### src/rtl/pkt_page_pkg.sv
package pkt_page_pkg;

  typedef enum logic [2:0] {
    CMD_NOP      = 3'd0,
    CMD_ALLOC_TX = 3'd1,
    CMD_MGR_RST  = 3'd2,
    CMD_RX_DROP  = 3'd3,
    CMD_RX_FREE  = 3'd4,
    CMD_REL_PNUM = 3'd5,
    CMD_TX_PUSH  = 3'd6,
    CMD_TX_FLUSH = 3'd7
  } mgr_cmd_e;

  localparam logic [3:0] A_CMD   = 4'd0;
  localparam logic [3:0] A_PNUM  = 4'd1;
  localparam logic [3:0] A_ARES  = 4'd2;
  localparam logic [3:0] A_DONEH = 4'd3;
  localparam logic [3:0] A_RXH   = 4'd4;
  localparam logic [3:0] A_STAT  = 4'd5;
  localparam logic [3:0] A_MASK  = 4'd6;
  localparam logic [3:0] A_CTRL  = 4'd7;

  localparam int ST_RCV   = 0;
  localparam int ST_TX    = 1;
  localparam int ST_TXEMP = 2;
  localparam int ST_ALLOC = 3;
  localparam int ST_OVRN  = 4;

  localparam logic [7:0] NONE_SENTINEL = 8'h80;
  localparam logic [7:0] ACK_CLEARABLE = 8'hD6;
  localparam logic [7:0] STAT_RESET    = 8'h04;

  // status bits cleared by an acknowledge value
  function automatic logic [7:0] ack_clear_bits(input logic [7:0] v);
    return v & ACK_CLEARABLE;
  endfunction

endpackage

### src/rtl/page_queue.sv
module page_queue #(
  parameter int DEPTH = 4,
  parameter int W     = 2
) (
  input  logic         clk,
  input  logic         rst_n,
  input  logic         flush,
  input  logic         push,
  input  logic [W-1:0] push_data,
  input  logic         pop,
  output logic [W-1:0] head,
  output logic         empty,
  output logic         full,
  output logic         empty_nxt
);
  localparam int PTR_W = (DEPTH > 1) ? $clog2(DEPTH) : 1;
  localparam int CNT_W = $clog2(DEPTH + 1);

  logic [W-1:0]     mem [DEPTH];
  logic [PTR_W-1:0] wp_q, rp_q;
  logic [CNT_W-1:0] cnt_q, cnt_n;
  logic             do_push, do_pop;

  function automatic logic [PTR_W-1:0] ptr_inc(input logic [PTR_W-1:0] p);
    return (p == PTR_W'(DEPTH - 1)) ? '0 : p + 1'b1;
  endfunction

  assign empty   = (cnt_q == '0);
  assign full    = (cnt_q == CNT_W'(DEPTH));
  assign do_push = push && !full && !flush;
  assign do_pop  = pop && !empty && !flush;
  assign head    = mem[rp_q];

  always_comb begin
    if (flush) cnt_n = '0;
    else cnt_n = cnt_q + CNT_W'(do_push) - CNT_W'(do_pop);
  end
  assign empty_nxt = (cnt_n == '0);

  always_ff @(posedge clk) begin
    if (!rst_n) begin
      wp_q  <= '0;
      rp_q  <= '0;
      cnt_q <= '0;
    end else begin
      cnt_q <= cnt_n;
      if (flush) begin
        wp_q <= '0;
        rp_q <= '0;
      end else begin
        if (do_push) wp_q <= ptr_inc(wp_q);
        if (do_pop)  rp_q <= ptr_inc(rp_q);
      end
    end
  end

  always_ff @(posedge clk) begin
    if (do_push) mem[wp_q] <= push_data;
  end


  depth_bound_chk: assert property (@(posedge clk) disable iff (!rst_n)
    cnt_q <= CNT_W'(DEPTH));

endmodule

### src/rtl/page_pool.sv
module page_pool #(
  parameter int NPAGES = 4,
  parameter int PW     = 2
) (
  input  logic              clk,
  input  logic              rst_n,
  input  logic              clear,
  input  logic              req_a,
  input  logic              req_b,
  input  logic [NPAGES-1:0] rel_mask,
  output logic              gnt_a,
  output logic [PW-1:0]     page_a,
  output logic              gnt_b,
  output logic [PW-1:0]     page_b
);
  logic [NPAGES-1:0] used_q, used_n, free_a, free_b;

  function automatic logic [PW-1:0] lowest_free(input logic [NPAGES-1:0] f);
    logic [PW-1:0] r;
    r = '0;
    for (int i = NPAGES - 1; i >= 0; i--) if (f[i]) r = PW'(i);
    return r;
  endfunction

  function automatic logic [NPAGES-1:0] page_bit(input logic [PW-1:0] p);
    return NPAGES'(1) << p;
  endfunction

  assign free_a = ~used_q;
  assign page_a = lowest_free(free_a);
  assign gnt_a  = req_a && (|free_a);
  assign free_b = free_a & ~(gnt_a ? page_bit(page_a) : '0);
  assign page_b = lowest_free(free_b);
  assign gnt_b  = req_b && (|free_b);

  always_comb begin
    used_n = used_q & ~rel_mask;
    if (gnt_a) used_n = used_n | page_bit(page_a);
    if (gnt_b) used_n = used_n | page_bit(page_b);
    if (clear) used_n = '0;
  end

  always_ff @(posedge clk) begin
    if (!rst_n) used_q <= '0;
    else        used_q <= used_n;
  end


  distinct_grant_chk: assert property (@(posedge clk) disable iff (!rst_n)
    (gnt_a && gnt_b) |-> (page_a != page_b));


  grant_held_chk: assert property (@(posedge clk) disable iff (!rst_n)
    (gnt_b && !clear) |=> used_q[$past(page_b)]);

endmodule

### src/rtl/pkt_page_mgr.sv
module pkt_page_mgr
  import pkt_page_pkg::*;
#(
  parameter int NUM_PAGES = 4,
  parameter int PAGE_W    = (NUM_PAGES > 1) ? $clog2(NUM_PAGES) : 1
) (
  input  logic              clk,
  input  logic              rst_n,
  input  logic              wr_en,
  input  logic [3:0]        wr_addr,
  input  logic [7:0]        wr_data,
  input  logic [3:0]        rd_addr,
  output logic [7:0]        rd_data,
  input  logic              rx_alloc_req,
  output logic [7:0]        rx_alloc_page,
  output logic              tx_valid,
  output logic [PAGE_W-1:0] tx_page,
  input  logic              tx_ready,
  input  logic              tx_done,
  input  logic [PAGE_W-1:0] tx_done_page,
  output logic              irq
);
  localparam int PAD = 8 - PAGE_W;

  function automatic logic [7:0] widen(input logic [PAGE_W-1:0] p);
    return {{PAD{1'b0}}, p};
  endfunction

  function automatic logic [NUM_PAGES-1:0] onehot(input logic [PAGE_W-1:0] p);
    return NUM_PAGES'(1) << p;
  endfunction

  logic [PAGE_W-1:0] pnum_q;
  logic [7:0]        ares_q, stat_q, stat_n, mask_q;
  logic [1:0]        ctrl_q;
  logic              pend_q;

  logic     cmd_wr, ack_wr;
  mgr_cmd_e cmd;
  logic     mgr_clear, tx_flush, alloc_cmd, rx_pop, rx_free, rel_pnum, tx_push;
  logic     tx_en, auto_rel;

  logic              gnt_a, gnt_b;
  logic [PAGE_W-1:0] page_a, page_b;
  logic [NUM_PAGES-1:0] rel_mask;

  logic [PAGE_W-1:0] rxq_head, txq_head, dnq_head;
  logic rxq_empty, rxq_full, rxq_empty_nxt;
  logic txq_empty, txq_full, txq_empty_nxt;
  logic dnq_empty, dnq_full, dnq_empty_nxt;
  logic tx_take, done_push, done_pop;

  // command decode
  assign cmd_wr    = wr_en && (wr_addr == A_CMD);
  assign ack_wr    = wr_en && (wr_addr == A_STAT);
  assign cmd       = mgr_cmd_e'(wr_data[7:5]);
  assign mgr_clear = cmd_wr && (cmd == CMD_MGR_RST);
  assign tx_flush  = cmd_wr && (cmd == CMD_TX_FLUSH);
  assign alloc_cmd = cmd_wr && (cmd == CMD_ALLOC_TX);
  assign rx_free   = cmd_wr && (cmd == CMD_RX_FREE);
  assign rx_pop    = cmd_wr && ((cmd == CMD_RX_DROP) || (cmd == CMD_RX_FREE));
  assign rel_pnum  = cmd_wr && (cmd == CMD_REL_PNUM);
  assign tx_push   = cmd_wr && (cmd == CMD_TX_PUSH);
  assign tx_en     = ctrl_q[0];
  assign auto_rel  = ctrl_q[1];

  // page releases of this cycle
  always_comb begin
    rel_mask = '0;
    if (rel_pnum)                rel_mask = rel_mask | onehot(pnum_q);
    if (rx_free && !rxq_empty)   rel_mask = rel_mask | onehot(rxq_head);
    if (tx_done && auto_rel)     rel_mask = rel_mask | onehot(tx_done_page);
  end

  page_pool #(.NPAGES(NUM_PAGES), .PW(PAGE_W)) u_pool (
    .clk      (clk),
    .rst_n    (rst_n),
    .clear    (mgr_clear),
    .req_a    (rx_alloc_req && !mgr_clear),
    .req_b    ((alloc_cmd || pend_q) && !mgr_clear),
    .rel_mask (rel_mask),
    .gnt_a    (gnt_a),
    .page_a   (page_a),
    .gnt_b    (gnt_b),
    .page_b   (page_b)
  );

  assign rx_alloc_page = gnt_a ? widen(page_a) : NONE_SENTINEL;

  page_queue #(.DEPTH(NUM_PAGES), .W(PAGE_W)) u_rxq (
    .clk(clk), .rst_n(rst_n), .flush(mgr_clear),
    .push(gnt_a), .push_data(page_a), .pop(rx_pop),
    .head(rxq_head), .empty(rxq_empty), .full(rxq_full), .empty_nxt(rxq_empty_nxt)
  );

  assign tx_valid = tx_en && !txq_empty;
  assign tx_page  = txq_head;
  assign tx_take  = tx_valid && tx_ready;

  page_queue #(.DEPTH(NUM_PAGES), .W(PAGE_W)) u_txq (
    .clk(clk), .rst_n(rst_n), .flush(mgr_clear || tx_flush),
    .push(tx_push), .push_data(pnum_q), .pop(tx_take),
    .head(txq_head), .empty(txq_empty), .full(txq_full), .empty_nxt(txq_empty_nxt)
  );

  assign done_push = tx_done && !auto_rel;
  assign done_pop  = ack_wr && wr_data[ST_TX];

  page_queue #(.DEPTH(NUM_PAGES), .W(PAGE_W)) u_dnq (
    .clk(clk), .rst_n(rst_n), .flush(mgr_clear || tx_flush),
    .push(done_push), .push_data(tx_done_page), .pop(done_pop),
    .head(dnq_head), .empty(dnq_empty), .full(dnq_full), .empty_nxt(dnq_empty_nxt)
  );

  // status next state
  always_comb begin
    stat_n = stat_q;
    if (ack_wr) stat_n = stat_n & ~ack_clear_bits(wr_data);
    if (alloc_cmd) stat_n[ST_ALLOC] = 1'b0;
    if (gnt_b)     stat_n[ST_ALLOC] = 1'b1;
    if (gnt_a || rx_pop) stat_n[ST_RCV] = !rxq_empty_nxt;
    if (rx_alloc_req && !gnt_a && !mgr_clear) stat_n[ST_OVRN] = 1'b1;
    if (txq_empty_nxt)  stat_n[ST_TXEMP] = 1'b1;
    if (!dnq_empty_nxt) stat_n[ST_TX]    = 1'b1;
    stat_n[7:5] = '0;
  end

  always_ff @(posedge clk) begin
    if (!rst_n) begin
      pnum_q <= '0;
      ares_q <= '0;
      pend_q <= 1'b0;
      stat_q <= STAT_RESET;
      mask_q <= '0;
      ctrl_q <= '0;
    end else begin
      stat_q <= stat_n;
      if (wr_en && wr_addr == A_PNUM) pnum_q <= wr_data[PAGE_W-1:0];
      if (wr_en && wr_addr == A_MASK) mask_q <= wr_data;
      if (wr_en && wr_addr == A_CTRL) ctrl_q <= wr_data[1:0];
      if (mgr_clear) begin
        ares_q <= '0;
        pend_q <= 1'b0;
      end else if (gnt_b) begin
        ares_q <= widen(page_b);
        pend_q <= 1'b0;
      end else if (alloc_cmd) begin
        ares_q <= NONE_SENTINEL;
        pend_q <= 1'b1;
      end
    end
  end

  assign irq = |(stat_q & mask_q);

  always_comb begin
    case (rd_addr)
      A_PNUM:  rd_data = widen(pnum_q);
      A_ARES:  rd_data = ares_q;
      A_DONEH: rd_data = dnq_empty ? NONE_SENTINEL : widen(dnq_head);
      A_RXH:   rd_data = rxq_empty ? NONE_SENTINEL : widen(rxq_head);
      A_STAT:  rd_data = stat_q;
      A_MASK:  rd_data = mask_q;
      A_CTRL:  rd_data = {6'd0, ctrl_q};
      default: rd_data = '0;
    endcase
  end


  pending_sentinel_chk: assert property (@(posedge clk) disable iff (!rst_n)
    pend_q |-> (ares_q == NONE_SENTINEL));


  tx_empty_flag_chk: assert property (@(posedge clk) disable iff (!rst_n)
    txq_empty |-> stat_q[ST_TXEMP]);


  done_flag_chk: assert property (@(posedge clk) disable iff (!rst_n)
    !dnq_empty |-> stat_q[ST_TX]);


  rx_first_chk: assert property (@(posedge clk) disable iff (!rst_n)
    (rx_alloc_req && gnt_b) |-> gnt_a);


  tx_gate_chk: assert property (@(posedge clk) disable iff (!rst_n)
    (tx_valid && !tx_ready && !tx_flush && !mgr_clear && !(wr_en && wr_addr == A_CTRL))
      |=> (tx_valid && $stable(tx_page)));

endmodule

### config.mk
export PLATFORM = sky130hd
export DESIGN_NAME = pkt_page_mgr
export DESIGN_NICKNAME = d
export VERILOG_FILES = /design/src/rtl/pkt_page_pkg.sv /design/src/rtl/page_queue.sv /design/src/rtl/page_pool.sv /design/src/rtl/pkt_page_mgr.sv
export SDC_FILE = /design/constraint.sdc
export NUM_CORES = 1
export LEC_CHECK = 0
export ABC_AREA = 1
export BUFFER_PORTS_ARGS = -buffer_cell sky130_fd_sc_hd__buf_2
export CAP_MARGIN = 10
export CELL_PAD_IN_SITES_DETAIL_PLACEMENT = 1
export CELL_PAD_IN_SITES_GLOBAL_PLACEMENT = 1
export CORE_ASPECT_RATIO = 1.2
export CORE_MARGIN = 4
export CORE_UTILIZATION = 47
export CTS_CLUSTER_DIAMETER = 120
export DETAILED_ROUTE_END_ITERATION = 10
export HOLD_SLACK_MARGIN = 0.12
export PLACE_DENSITY = 0.88
export SYNTH_ARGS = -nofsm -noshare
export SYNTH_HDL_FRONTEND = slang
export SYNTH_SLANG_ARGS = --single-unit
### constraint.sdc
create_clock -name clk -period 7.8 [get_ports clk]
set_clock_uncertainty 0.05 [all_clocks]
set_input_delay 0.78 -clock clk [delete_from_list [all_inputs] [get_ports clk]]
set_output_delay 0.78 -clock clk [all_outputs]
set_load 0.005 [all_outputs]
; Word-level counts from Yosys, hierarchy flattened
; Memories as Yosys holds them, arrays and structs flattened. A register that Yosys moved wholly into a read port is not among the register bits.
; Index checks and enable logic that the tools add are counted.
[word_totals]
ff_bits = 45
ram_bits = 24
output_inout_bits = 20
memories = 3
[mem_list]
columns = name, depth, word_bits, read_ports, rd_clocked_by_memory_dff, wr, line
row1 = u_dnq.mem, 4, 2, 1, 1, 1, page_queue.sv:19  ; logic [W-1:0] mem [DEPTH];
row2 = u_rxq.mem, 4, 2, 1, 1, 1, page_queue.sv:19
row3 = u_txq.mem, 4, 2, 1, 1, 1, page_queue.sv:19
[classes]
n_addsub = 12
n_eq_ne = 28
shifts = 5
muxes = 47
bitwise_logic = 13
n_reduce_logical = 69
[ops]
columns = operator, count
row1 = 8-bit case mux with 7 select lines, 1
row2 = 2-bit two-way mux, 22
row3 = 1-bit logical AND, 36
row4 = "4-bit by 3-bit == test with 1-bit output, second input constant", 7
row5 = 4-bit two-way mux, 6
row6 = 8-bit two-way mux, 3
row7 = "3-bit == test, second input constant", 7
row8 = "1-bit by 2-bit << shifter with 4-bit output, first input constant", 5
row9 = 3-bit zero test, 6
row10 = 4-bit OR, 4
row11 = "2-bit by 1-bit adder with 2-bit output, second input constant", 6
row12 = "2-bit == test, second input constant", 6
row13 = 4-bit NOT, 3
row14 = 1-bit zero test, 11
row15 = 1-bit two-way mux, 11
row16 = 3-bit by 1-bit adder with 3-bit output, 3
row17 = 3-bit two-way mux, 3
row18 = 3-bit by 1-bit subtractor with 3-bit output, 3
row19 = 4-bit bitwise AND, 2
row20 = 5-bit by 8-bit bitwise AND with 8-bit output, 1
row21 = "4-bit by 1-bit == test with 1-bit output, second input constant", 2
row22 = "4-bit by 2-bit == test with 1-bit output, second input constant", 2
row23 = 4-bit OR reduction, 2
row24 = 8-bit OR reduction, 1
row25 = 13 further kinds, 21

; Depth between registers and ports, before layout
; Gate-level depths: netlist of the first run.
[depth]
depth_word = 16
ltp_mapped = 15
mapped_depth_nobuf = 15

; Modules after synthesis
; A second synthesis of the first run with hierarchy kept.
[hier_totals]
cells_unflattened = 583
area_unflattened_um2 = 4314.1
[by_module_without_submodules]
columns = module, instances, cells_per_inst, area_per_inst_um2, seq_area_each_um2
row1 = page_queue, 3, 101, 863.3, 420.4
row2 = pkt_page_mgr, 1, 224, 1398.8, 400.4
row3 = page_pool, 1, 56, 325.3, 80.1

; Worst setup path after synthesis of the first run
; Ideal clock, no wire load.
[synth_timing]
path_kind = input to register
start = in wr_data[5]
end = reg stat_q[2]
setup_time_ns = 0.062
t_arrival_ns = 2.898
t_required_ns = 7.688
slack_ns = 4.790
cell_stages = 15
path_buffers = 0
path_cell_list = inv_1 > nand2_1 > nor2_2 > o21bai_1 > nand2_1 > nand3_1 > inv_1 > ha_1 > inv_1 > ha_1 > fa_1 > xnor2_1 > xor2_1 > nand3_1 > nand3_1
[synth_via]
elab_chain_cells = 10
elab_cells_between_ends = 16
[synth_rtl]
columns = element, line
row1 = start: declaration, pkt_page_mgr.sv:11  ; input logic [7:0] wr_data,
row2 = 3-bit by 2-bit == test with 1-bit output or 3-bit == test (tied branches), "pkt_page_mgr.sv:57, pkt_page_mgr.sv:58"
row3 = 1-bit logical AND (on tied branches), "pkt_page_mgr.sv:57, pkt_page_mgr.sv:58"
row4 = 1-bit logical OR, pkt_page_mgr.sv:101  ; .clk(clk), .rst_n(rst_n), .flush(mgr_clear || tx_flush),
row5 = 1-bit zero test, "page_queue.sv:30, page_queue.sv:31"
row6 = 1-bit logical AND, page_queue.sv:30  ; assign do_push = push && !full && !flush;
row7 = 3-bit by 1-bit adder with 3-bit output, page_queue.sv:36  ; else cnt_n = cnt_q + CNT_W'(do_push) - CNT_W'(do_pop);
row8 = 3-bit by 1-bit subtractor with 3-bit output, page_queue.sv:36
row9 = 3-bit two-way mux *, page_queue.sv:35  ; if (flush) cnt_n = '0;
row10 = 3-bit zero test *, page_queue.sv:38  ; assign empty_nxt = (cnt_n == '0);
row11 = 2-bit OR reduction (no line) *, -
row12 = end signal: assignment, pkt_page_mgr.sv:137  ; stat_q <= stat_n;
row13 = end: declaration, pkt_page_mgr.sv:34  ; logic [7:0] ares_q, stat_q, stat_n, mask_q;
; Every way passes the cells marked *; elsewhere a longest branch is shown, timed or not.
; A chain may end at the register's enable or synchronous reset.

; Worst setup path in the final report of the first run
; Ends and elaborated chain as after synthesis.

==> results of run 1 <==
-- cell type report --
class,instances,area [um2]
Fill cell,1053,3780
Multi-Input combinational cell,309,1850
Sequential cell,75,1740
Inverter,93,349
Timing Repair Buffer,38,190
Tap cell,114,143
Clock buffer,12,135
Clock inverter,4,17.5
-- kinds of logic (layout without fill, tap and decap cells) --
logic type,Yosys count,in the layout,share of synthesized area
other,1,5,0.000944
DFF,75,75,0.439
AOI/OAI and AO/OA,94,94,0.147
adders and majority gates,23,23,0.0781
buffers and inverters,101,147,0.101
xor gates and xnor gates,4,4,0.00882
and+or+nand+nor,183,183,0.227
-- cell usage in the layout, fill, tap and decap left out, types with 3 or more instances in the layout --
| cell type | netlist | layout |
|---|---|---|
| inv_1 | 89 | 89 |
| nor2_1 | 61 | 61 |
| nand2_1 | 53 | 53 |
| dfxtp_1 | 51 | 51 |
| buf_2 | 1 | 38 |
| o21ai_0 | 34 | 34 |
| nand3_1 | 30 | 30 |
| a21oi_1 | 26 | 26 |
| edfxtp_1 | 24 | 24 |
| ha_1 | 20 | 20 |
| clkbuf_8 | 0 | 9 |
| nand2_2 | 6 | 6 |
| a31oi_1 | 5 | 5 |
| o22ai_1 | 5 | 5 |
| a211oi_1 | 5 | 5 |
| conb_1 | 1 | 5 |
| nand2_4 | 4 | 4 |
| nand4_1 | 4 | 4 |
| nor3_1 | 4 | 4 |
| or2_2 | 3 | 3 |
| inv_2 | 3 | 3 |
| o211a_1 | 3 | 3 |
| nand3_2 | 3 | 3 |
| clkinv_1 | 1 | 3 |
| fa_1 | 3 | 3 |
| clkbuf_1 | 2 | 3 |
-- routing by layer --
| metal | GRT usage | vias up |
|---|---|---|
| met2 | 0.426 | 46 |
| met1 | 0.244 | 1641 |
| li1 | - | 1659 |
| met3 | 0.0421 | 21 |
| met4 | 0.104 | 0 |
| met5 | 0 | - |
-- worst paths after layout --
check,start,to,cells after the start
setup / recovery,wr_data[5],stat_q[2]$_SDFFE_PP1P_,16
hold / removal,mask_q[5]$_SDFFE_PN0P_,mask_q[5]$_SDFFE_PN0P_,2
setup reg to reg,u_dnq.cnt_q[1]$_SDFF_PN0_,stat_q[1]$_SDFFE_PN0P_,11
hold reg to reg,mask_q[5]$_SDFFE_PN0P_,mask_q[5]$_SDFFE_PN0P_,2
-- worst max-delay path, cell delays in order --
cell and delay [ns]:
buf_2 0.11, inv_1 0.10, nand2_1 0.08, nor2_2 0.21
o21bai_1 0.15, nand2_1 0.17, nand3_1 0.14, inv_1 0.09
ha_1 0.28, inv_1 0.04, ha_1 0.18, fa_1 0.39
xnor2_1 0.21, xor2_1 0.21, nand3_1 0.10, nand3_1 0.09
-- state kept, by name (all words and copies together) (netlist names), 3 cells and up, named ones only --
name           count
u_txq.cnt_q        3
u_dnq.mem          8
mask_q             8
u_rxq.cnt_q        3
u_dnq.cnt_q        3
u_rxq.mem          8
stat_q             5
u_pool.used_q      4
u_txq.mem          8
ares_q             3
-- metrics by stage --
step                      utilization  cell area, um2  power (W)  setup WS [ns]  hold WS [ns]
after floorplan                     -            3990   0.000553           4.79         0.380
after global placement          0.521            4270   0.000590           4.51         0.395
after detailed placement        0.521            4270   0.000599           4.37         0.404
after CTS                       0.539            4420   0.000847           4.73         0.414
after global routing            0.539            4420   0.000889           4.47         0.441
final                           0.539            4420   0.000842           4.74         0.409
-- power breakdown --
group / switching [W] / leakage [nW] / internal, W
clock: 0.000139 / 0.0792 / 0.000113
combinational: 0.0000924 / 1.30 / 0.0000511
sequential: 0.0000190 / 0.636 / 0.000428
total: 0.000250 / 2.02 / 0.000592
==> results.md, run 1 <==
* Outcome: complete, no violations
* GPL Wtd Cong at 0.869
* Crit path launch type: input port
* Tmin final at 3.06 ns
* Data required, critical path at 8.06 ns
* Antenna diode count at 0
* Initial Util at 0.484
* I/O pin cnt at 44
* Final period util at 0.392
* Fin. Hold Viols at 0
* Post-synth EDFFs at 24
* Mapped Cells at 481
* Root buf cell: clkbuf_8
* Layout cells sized above 1 at 0.151
* Post-route ant nets at 0
* Via count at 3367
* P_leak at between 2 and 2.5 nW
* Max_cap viols at 0
* Worst slew pin tran at between 0.5 and 0.6 ns
* CORE AREA at between 8000 and 9000 um2
* Detailed Route WL at 10400 um
* CTS tree: yes
* Port buffer count at 38
* CP Class: input port to flop
* CTS clk-pin slew, worst paths at approximately 0.08 ns
* Final setup fails at 0
* Ys async rst share at 0
* Detailed placer's ending HPWL at between 8000 and 9000 um
* DR pass1 iterations at 4
* Critical-path maximum fanout at 5
* DR WL met3 at 307 um
* Count leader, synth: inv_1
* Post-Place Cells at between 600 and 700
* Peak supply drop at between 0.1 and 0.15 mV
* Max Slew Vio Count at 0
* Synth Register Bits at 75
* Max Fclk at approximately 330 MHz
* GRT overflow at 0
* WL/cell at 16.1 um
* # DRC at 0
* Setup bufs post-CTS at 0
* CTS sink cnt at between 70 and 80
* Met2 wire len at 5680 um
* Final nets at between 500 and 600
* Hold buffers post-CTS at 0
* Die Y at 109 um
* CTS Buf Count at 9
* DR iter-0 viols at 128
* Final setup TNS at 0 ns
* Die Width at 91.9 um
* R2r setup slk at 5.28 ns
* GRT Total Usage at 0.226
* CTS max path bufs at 2
* Layout Cells excl Fill at 645
* Setup crit end kind: flop
* Top sig layer: met4
* Row cnt at 36
* P&R area growth vs syn at 11.3%
* First-pass GRT wire length at 17300 um
* CP Data Arrival Time at 3.32 ns
* Max H-tree Level at 3
* Slew margin rel. at 0.623
* Mapped Area at 3970 um2
* Wl on met1 at 4160 um
* Synth top area share at 0.257
* Yosys warnings at 0
* Vias in the first global route at 3662
* Clk Latency, worst-skew pair at 0.36 ns
* Yosys cell types at 51
* Power Density at 190 nW/um2
* Worst min path class: flop to flop
* Sequential-to-total area share from yosys stat at 0.439
* Syn_area_per_cell at approximately 8.3 um2
* Vias per cell at about 5.2
* Post-synth top cells: 89 x inv_1, 61 x nor2_1, 53 x nand2_1
* Largest net degree at the start of global routing at 17
* Cts repair resizes at 0
* Initial antenna violation count at 0
* Area contributors post-synth: dfxtp_1 26%, edfxtp_1 18%, inv_1 8.4%
* Synth area leader: dfxtp_1
* RSZ-0062 raised after global routing: no
* Die area at 9990 um2
* Top FF cell, synth: dfxtp_1
Power figures use the tool's default switching activity.
==> inputs of run 2 (changes only) <==
Settings changed: ABC_AREA 1 to 0, CORE_UTILIZATION 47 to 41, PLACE_DENSITY 0.88 to 0.79.
Clock period 7.8 ns to 2.65 ns, I/O delays scaled along.
==> run 2 against run 1 <==
Compared with the run above:
- global-route usage decreased by 1.5 points
- flip-flop and latch count stayed put
- cell area rose by 12%
- sequential power rose to 3.0 times the previous value
- worst setup slack got worse by 4.7 ns
- die area up 16%
- total power increased to 3.8 times the previous value
- sequential share of layout area is 4.1 points lower
- register-to-register slack got worse by 5.2 ns
- core utilization shrank 2.3 points
- critical path type unchanged
- highest routed layer is now met5
==> results.md, run 2 <==
* Critical-path maximum fanout at 2 (was 5)
* Detailed Route WL at 11200 um (was 10400 um)
* Synth top area share at 0.252 (was 0.257)
* Tmin final at 2.61 ns
* Hold EP: mask_q[3]$_SDFFE_PN0P_ (was mask_q[5]$_SDFFE_PN0P_)
* Area contributors post-synth: dfxtp_1 25%, edfxtp_1 18%, ha_1 6.2% (was dfxtp_1 26%, edfxtp_1 18%, inv_1 8.4%)
* Initial antenna violation count at 1 (was 0)
* CTS Buf Count at 9 (unchanged)
* Fin. Hold Viols at 0 (unchanged)
* CTS max path bufs at 2 (unchanged)
* GRT overflow at 0 (unchanged)
* Die area at 11500 um2 (was 9990 um2)
* Mapped Cells at 402 (was 481)
* CTS sink cnt at 75 (unchanged)
* Hold depth at 3 (was 2)
* Yosys cell types at 67 (was 51)
* CTS clk-pin slew, worst paths at 0.05 ns (was 0.08 ns)
* Antenna diode count at 0 (unchanged)
* DR iter-0 viols at 137 (was 128)
* CP Data Arrival Time at 2.82 ns (was 3.32 ns)
* CTS tree: yes (unchanged)
* Vias per cell at 5.58 (was 5.22)
* Crit path launch type: input port (unchanged)
* Power Density at 640 nW/um2 (was 190 nW/um2)
* Final setup fails at 0 (unchanged)
* Slowest stage cell, crit path: or3b_4 (was fa_1)
* Root buf cell: clkbuf_16 (was clkbuf_8)
* Row cnt at 39 (was 36)
* WL/cell at 18.8 um (was 16.1 um)
* Synth area leader: dfxtp_1 (unchanged)
* Fillers at 1090 (was 1053)
* Most common cell after layout, fill and taps aside: dfxtp_1 (was inv_1)
* Post-route ant nets at 0 (unchanged)
* Final period util at 0.985
* Slew margin rel. at 0.628 (was 0.623)
* Worst setup startpoint: wr_data[6] (was wr_data[5])
* Post-synth EDFFs at 24 (unchanged)
* Total Power at 0.00316 W (was 0.000842 W)
* Worst slew pin tran at 0.558 ns (was 0.564 ns)
* Port buffer count at 38 (unchanged)
* Die Y at 117 um (was 109 um)
* Mapped Area at 4050 um2 (was 3970 um2)
* Outcome: complete, no violations (unchanged)
* Max_cap viols at 0 (unchanged)
* Peak supply drop at 0.282 mV (was 0.129 mV)
* # DRC at 0 (unchanged)
* Max Fclk at 383 MHz
* GPL Wtd Cong at 0.845 (was 0.869)
* CORE AREA at 9560 um2 (was 8200 um2)
* RR Startpoint: u_txq.cnt_q[1]$_SDFF_PN0_ (was u_dnq.cnt_q[1]$_SDFF_PN0_)
* Ys async rst share at 0 (unchanged)
* Yosys warnings at 0 (unchanged)
* Vias in the first global route at 3666 (was 3662)
* CP Depth at 14 (was 16)
* Syn_area_per_cell at 10.1 um2 (was 8.26 um2)
* Cell family with the largest share of critical-path delay: compound AO/OA/AOI/OAI gates (was adder cells)
* Via count at 3328 (was 3367)
* Hold Path Origin: wr_data[3] (was mask_q[5]$_SDFFE_PN0P_)
* Register-to-Register Path Depth at 9 (was 11)
* CP Class: input port to flop (unchanged)
* First-pass GRT wire length at 18800 um (was 17300 um)
* WP buf/inv at 4 (unchanged)
* R2r setup slk at 0.12 ns (was 5.28 ns)
* Layout cells sized above 1 at 0.254 (was 0.151)
* Die Width at 98.7 um (was 91.9 um)
* Post-synth top cells: 51 x dfxtp_1, 34 x nor2_1, 24 x edfxtp_1, 24 x inv_1, 23 x mux2i_1 (was 89 x inv_1, 61 x nor2_1, 53 x nand2_1)
* Hold WS at 0.144 ns (was 0.409 ns)
* Clk Latency, worst-skew pair at 0.34 ns (was 0.36 ns)
* DR WL met3 at 523 um (was 307 um)
* Setup crit end kind: flop (unchanged)
* Top sig layer: met5 (was met4)
* Wl on met1 at 4210 um (was 4160 um)
* Worst min path class: input port to flop (was flop to flop)
* Initial Util at 0.423 (was 0.484)
* Data required, critical path at 2.86 ns (was 8.06 ns)
* Detailed placer's ending HPWL at 8470 um (was 8180 um)
* P&R area growth vs syn at 22.0% (was 11.3%)
* Sequential-to-total area share from yosys stat at 0.430 (was 0.439)
* Max H-tree Level at 3 (unchanged)
* I/O pin cnt at 44 (unchanged)
* Most frequent cells in the layout: 51 x dfxtp_1, 38 x buf_2, 36 x buf_4 (was 89 x inv_1, 61 x nor2_1, 53 x nand2_1)
* Crit-path max cell delay at 0.40 ns (was 0.39 ns)
* DR pass1 iterations at 4 (unchanged)
* Top FF cell, synth: dfxtp_1 (unchanged)
* Worst r2r dst: stat_q[2]$_SDFFE_PP1P_ (was stat_q[1]$_SDFFE_PN0P_)
* Count leader, synth: dfxtp_1 (was inv_1)
* Met2 wire len at 6190 um (was 5680 um)
* Final nets at 515 (was 573)
* Worst-path cell chain: buf_2, or3b_4, a2111oi_4, nand2b_1, inv_2, ha_4, inv_4, ha_4, inv_2, fa_2, xor2_1, xnor2_1, a311o_1, a21boi_1 (was buf_2, inv_1, nand2_1, nor2_2, o21bai_1, nand2_1, nand3_1, inv_1, ha_1, inv_1, ha_1, fa_1, xnor2_1, xor2_1, nand3_1, nand3_1)
* Synth Register Bits at 75 (unchanged)
* P_leak at 2.02 nW (about the same)
* Max Slew Vio Count at 0 (unchanged)
* GRT Total Usage at 0.211 (was 0.226)
* Largest net degree at the start of global routing at 16 (was 17)
-- run 2: cell count changes after synthesis, moves of 10 or more --
cell | before | now
and3_1 | 1 | 15
clkbuf_1 | 2 | 12
inv_1 | 89 | 24
mux2i_1 | 0 | 23
nand2_1 | 53 | 21
nand3_1 | 30 | 9
nor2_1 | 61 | 34
nor2b_1 | 0 | 17
o21ai_0 | 34 | 6
-- run 2: cell type report --
cell class              instances  area (um2)  area share
multi-input cells             283        2170       0.439
flip-flops and latches         75        1740       0.353
repair buffers                 75         472      0.0955
clock buffers                  11         233      0.0471
well taps                     123         154      0.0312
inverters                      24        92.6      0.0187
clock inverters                 5        77.6      0.0157
-- run 2: kinds of logic after synthesis --
logic type	synth area share
compound gates	0.114
xor+xnor	0.0151
fa+ha+maj	0.0843
buf+inv	0.0528
flops	0.430
mux	0.0985
other cells	0.000926
simple gates	0.204
-- run 2: repair_timing --
item                                   CTS  global route
setup endpoints to repair                0             3
gates resized for setup                  0            12
endpoints found under the hold margin    0             0
hold buffers                             0             0
buffers inserted                         0             3
-- run 2: tightest hold or removal path, cell delays in order --
cell     delay (ns)
buf_2          0.07
mux2i_1        0.06
nor2b_1        0.09
-- run 2: worst max-delay path by stage --
stage	slack (ns)	to
2_1_floorplan	-0.23	stat_q[0]$_SDFFE_PN0P_
4_1_cts	0.004	stat_q[0]$_SDFFE_PN0P_
5_1_grt	-0.03	stat_q[0]$_SDFFE_PN0P_
3_3_place_gp	-0.22	stat_q[0]$_SDFFE_PN0P_
3_5_place_dp	-0.34	stat_q[0]$_SDFFE_PN0P_
6_report	0.04	stat_q[0]$_SDFFE_PN0P_
-- run 2: where the power goes --
group / leakage [nW] / switching, W / internal [W]
Combinational: 1.22 / 0.000292 / 0.000245
Clock: 0.150 / 0.000470 / 0.000822
Sequential: 0.650 / 0.0000693 / 0.00127
Total: 2.02 / 0.000830 / 0.00233
-- run 2: layer usage --
layer / global-route usage / vias to the layer above
li1: - / 1577
met1: 0.226 / 1652
met2: 0.399 / 71
met3: 0.0456 / 26
met4: 0.0929 / 2
met5: 0 / -
-- run 2: through the flow --
stage	utilization	instance area [um2]	setup WS, ns	setup TNS (ns)	instances
after floorplan	-	4100	-0.228	-0.239	406
after global placement	0.477	4560	-0.223	-0.379	577
after detailed placement	0.477	4560	-0.343	-0.967	577
after CTS	0.509	4870	0.00385	0	593
after global routing	0.516	4940	-0.0277	-0.0277	596
final	0.516	4940	0.0391	0	596
==> inputs of run 3 (changes only) <==
Settings changed: CORE_UTILIZATION 41 to 42, PLACE_DENSITY 0.79 to 0.81, SYNTH_HIERARCHICAL from default to 1.
==> run 3 against run 2 <==
Compared with the run above:
- the run now ends with setup timing left
- total power grew 9.1%
- synthesized cell count grew 3.5%
- cell area grew 11%
- sequential share of layout area shrank 3.4 points
- core utilization grew 5.2 points
- hold slack lost 0.024 ns
- critical endpoint unchanged
- largest power group is now clock
- highest routed layer is now met4
==> results.md, run 3 <==
* Largest net degree at the start of global routing at 17 (was 16)
* Final setup fails at 3 (was 0)
* CORE AREA at 9610 um2 (was 9560 um2)
* DP Worst Slack at -0.617 ns (was -0.343 ns)
* Final nets at 563 (was 515)
* Register area at 1740 um2 (unchanged)
* Fin. Hold Viols at 0 (unchanged)
* Power Density at 631 nW/um2 (was 640 nW/um2)
* Port buffer count at 38 (unchanged)
* Worst slew pin tran at 0.728 ns (was 0.558 ns)
* Final worst slack at -0.189 ns (was 0.0391 ns)
* Final period util at 1.07 (was 0.985)
* P_leak at 2.26 nW (was 2.02 nW)
* DR pass1 iterations at 5 (was 4)
* Hold Path Origin: wr_data[3] (unchanged)
* CTS max path bufs at 2 (unchanged)
* Via count at 3615 (was 3328)
* Total Power at 0.00345 W (was 0.00316 W)
* Outcome: complete, but fails checks (was complete, no violations)
* CP Class: input port to flop (unchanged)
* WP buf/inv at 2 (was 4)
* RSZ-0062 raised after global routing: yes
* Final setup TNS at -0.312 ns (was 0 ns)
* Data required, critical path at 2.82 ns (was 2.86 ns)
* GRT overflow at 0 (unchanged)
* Initial antenna violation count at 0 (was 1)
* Die area at 11600 um2 (was 11500 um2)
* Post-Place Cells at 613 (was 577)
* Clk Latency, worst-skew pair at 0.34 ns (about the same)
* Syn_area_per_cell at 10.0 um2 (was 10.1 um2)
* Met1 usage at 0.240 (was 0.226)
* Layout cells sized above 1 at 0.365 (was 0.254)
* Detailed placer's ending HPWL at 8930 um (was 8470 um)
* # DRC at 0 (unchanged)
* Critical-path maximum fanout at 5 (was 2)
* CTS tree: yes (unchanged)
* GRT Total Usage at 0.226 (was 0.211)
* Hold buffers post-CTS at 0 (unchanged)
* Placed Instance Area at 4870 um2 (was 4560 um2)
* Worst min path class: input port to flop (unchanged)
* Worst-path cell chain: buf_2, or3b_4, a2111oi_4, nor3b_4, ha_4, inv_2, ha_4, fa_2, xnor2_2, xnor2_2, a21o_1, o21ai_1, o311a_1 (was buf_2, or3b_4, a2111oi_4, nand2b_1, inv_2, ha_4, inv_4, ha_4, inv_2, fa_2, xor2_1, xnor2_1, a311o_1, a21boi_1)
* Mapped Area at 4180 um2 (was 4050 um2)
* Yosys warnings at 6 (was 0)
* Worst setup startpoint: wr_data[7] (was wr_data[6])
* CP Data Arrival Time at 3.01 ns (was 2.82 ns)
* Max_cap viols at 0 (unchanged)
* Layout Cells excl Fill at 643 (was 596)
* Vias per cell at 5.62 (was 5.58)
* Fillers at 1064 (was 1090)
* First-pass GRT wire length at 20100 um (was 18800 um)
* Max Fclk at 352 MHz (was 383 MHz)
* Failing checks: setup timing
* Footprint of the multi-input gates at 2390 um2 (was 2170 um2)
* Max H-tree Level at 3 (unchanged)
* Cell family with the largest share of critical-path delay: compound AO/OA/AOI/OAI gates (unchanged)
* Cell area after layout at 5470 um2 (was 4940 um2)
* Most frequent cells in the layout: 68 x buf_4, 51 x dfxtp_1, 37 x nand2_1 (was 51 x dfxtp_1, 38 x buf_2, 36 x buf_4)
* Crit-path max cell delay at 0.41 ns (was 0.40 ns)
* Die Width at 99.1 um (was 98.7 um)
* DR iter-0 viols at 238 (was 137)
* Vias in the first global route at 3855 (was 3666)
* RR Startpoint: u_rxq/cnt_q[1]$_SDFF_PN0_ (was u_txq.cnt_q[1]$_SDFF_PN0_)
* GPL Wtd Cong at 0.859 (was 0.845)
* Met3 Use GR at 0.0445 (was 0.0456)
* I/O pin cnt at 44 (unchanged)
* Setup crit end kind: flop (unchanged)
* Antenna diode count at 0 (unchanged)
* Root buf cell: clkbuf_16 (unchanged)
* Crit path launch type: input port (unchanged)
* GRT busiest layer: met2 (unchanged)
* Post-route ant nets at 0 (unchanged)
* Slew margin rel. at 0.514 (was 0.628)
* M2 GR Usage at 0.431 (was 0.399)
* Initial Util at 0.435 (was 0.423)
* Slowest stage cell, crit path: a2111oi_4 (was or3b_4)
* Most common cell after layout, fill and taps aside: buf_4 (was dfxtp_1)
* CTS sink cnt at 75 (unchanged)
* P&R area growth vs syn at 30.8% (was 22.0%)
* Mapped Cells at 416 (was 402)
* Die Y at 117 um (about the same)
* CTS clk-pin slew, worst paths at 0.06 ns (was 0.05 ns)
* Max Slew Vio Count at 0 (unchanged)
* CTS Buf Count at 9 (unchanged)
* Row cnt at 39 (unchanged)
* Detailed Route WL at 13700 um (was 11200 um)
* WL/cell at 21.4 um (was 18.8 um)
* Peak supply drop at 0.407 mV (was 0.282 mV)
* Tmin final at 2.84 ns (was 2.61 ns)
run 3: worst paths after layout:
kind	cells past startpoint	endpoint	slack, ns
setup / recovery	13	stat_q[0]$_SDFFE_PN0P_	-0.19
hold / removal	3	mask_q[3]$_SDFFE_PN0P_	0.12
setup reg to reg	11	stat_q[0]$_SDFFE_PN0P_	-0.06
hold reg to reg	2	u_txq/rp_q[1]$_SDFFE_PP0N_	0.44
run 3: through the flow:
| stage | hold WS (ns) | util |
|---|---|---|
| after detailed placement | 0.434 | 0.507 |
| after floorplan | 0.314 | - |
| final | 0.120 | 0.569 |
| after global placement | 0.415 | 0.507 |
| after global routing | 0.153 | 0.569 |
| after CTS | 0.120 | 0.557 |
run 3: cell type report:
cell class,count,area share
clock inverters,3,0.00732
multi-input cells,297,0.437
well taps,123,0.0281
clock buffers,13,0.0535
flip-flops and latches,75,0.319
repair buffers,107,0.137
inverters,25,0.0185
run 3: routing by layer:
layer	up-vias	routed length, um
met1	1797	5020
met4	0	527
met2	108	7610
met3	39	571
li1	1671	-
met5	-	0
run 3: timing repair:
item,4_1_cts,5_1_grt
gates cloned,0,0
setup buffers,11,6
setup endpoints to repair,4,6
pin swaps,18,16
gates resized for setup,14,18
run 3: worst register-to-register path: cells and delay by family (launching register included):
kind,cells,cell delay (ns)
compound gates,3,0.34
fa+ha+maj,3,0.81
flops,1,0.36
xor+xnor,2,0.37
simple gates,2,0.60
buf+inv,1,0.04
run 3: power by group:
group          total, W  internal [W]  switching [W]
clock network   0.00137      0.000867       0.000500
registers       0.00135       0.00127      0.0000784
logic          0.000739      0.000359       0.000380
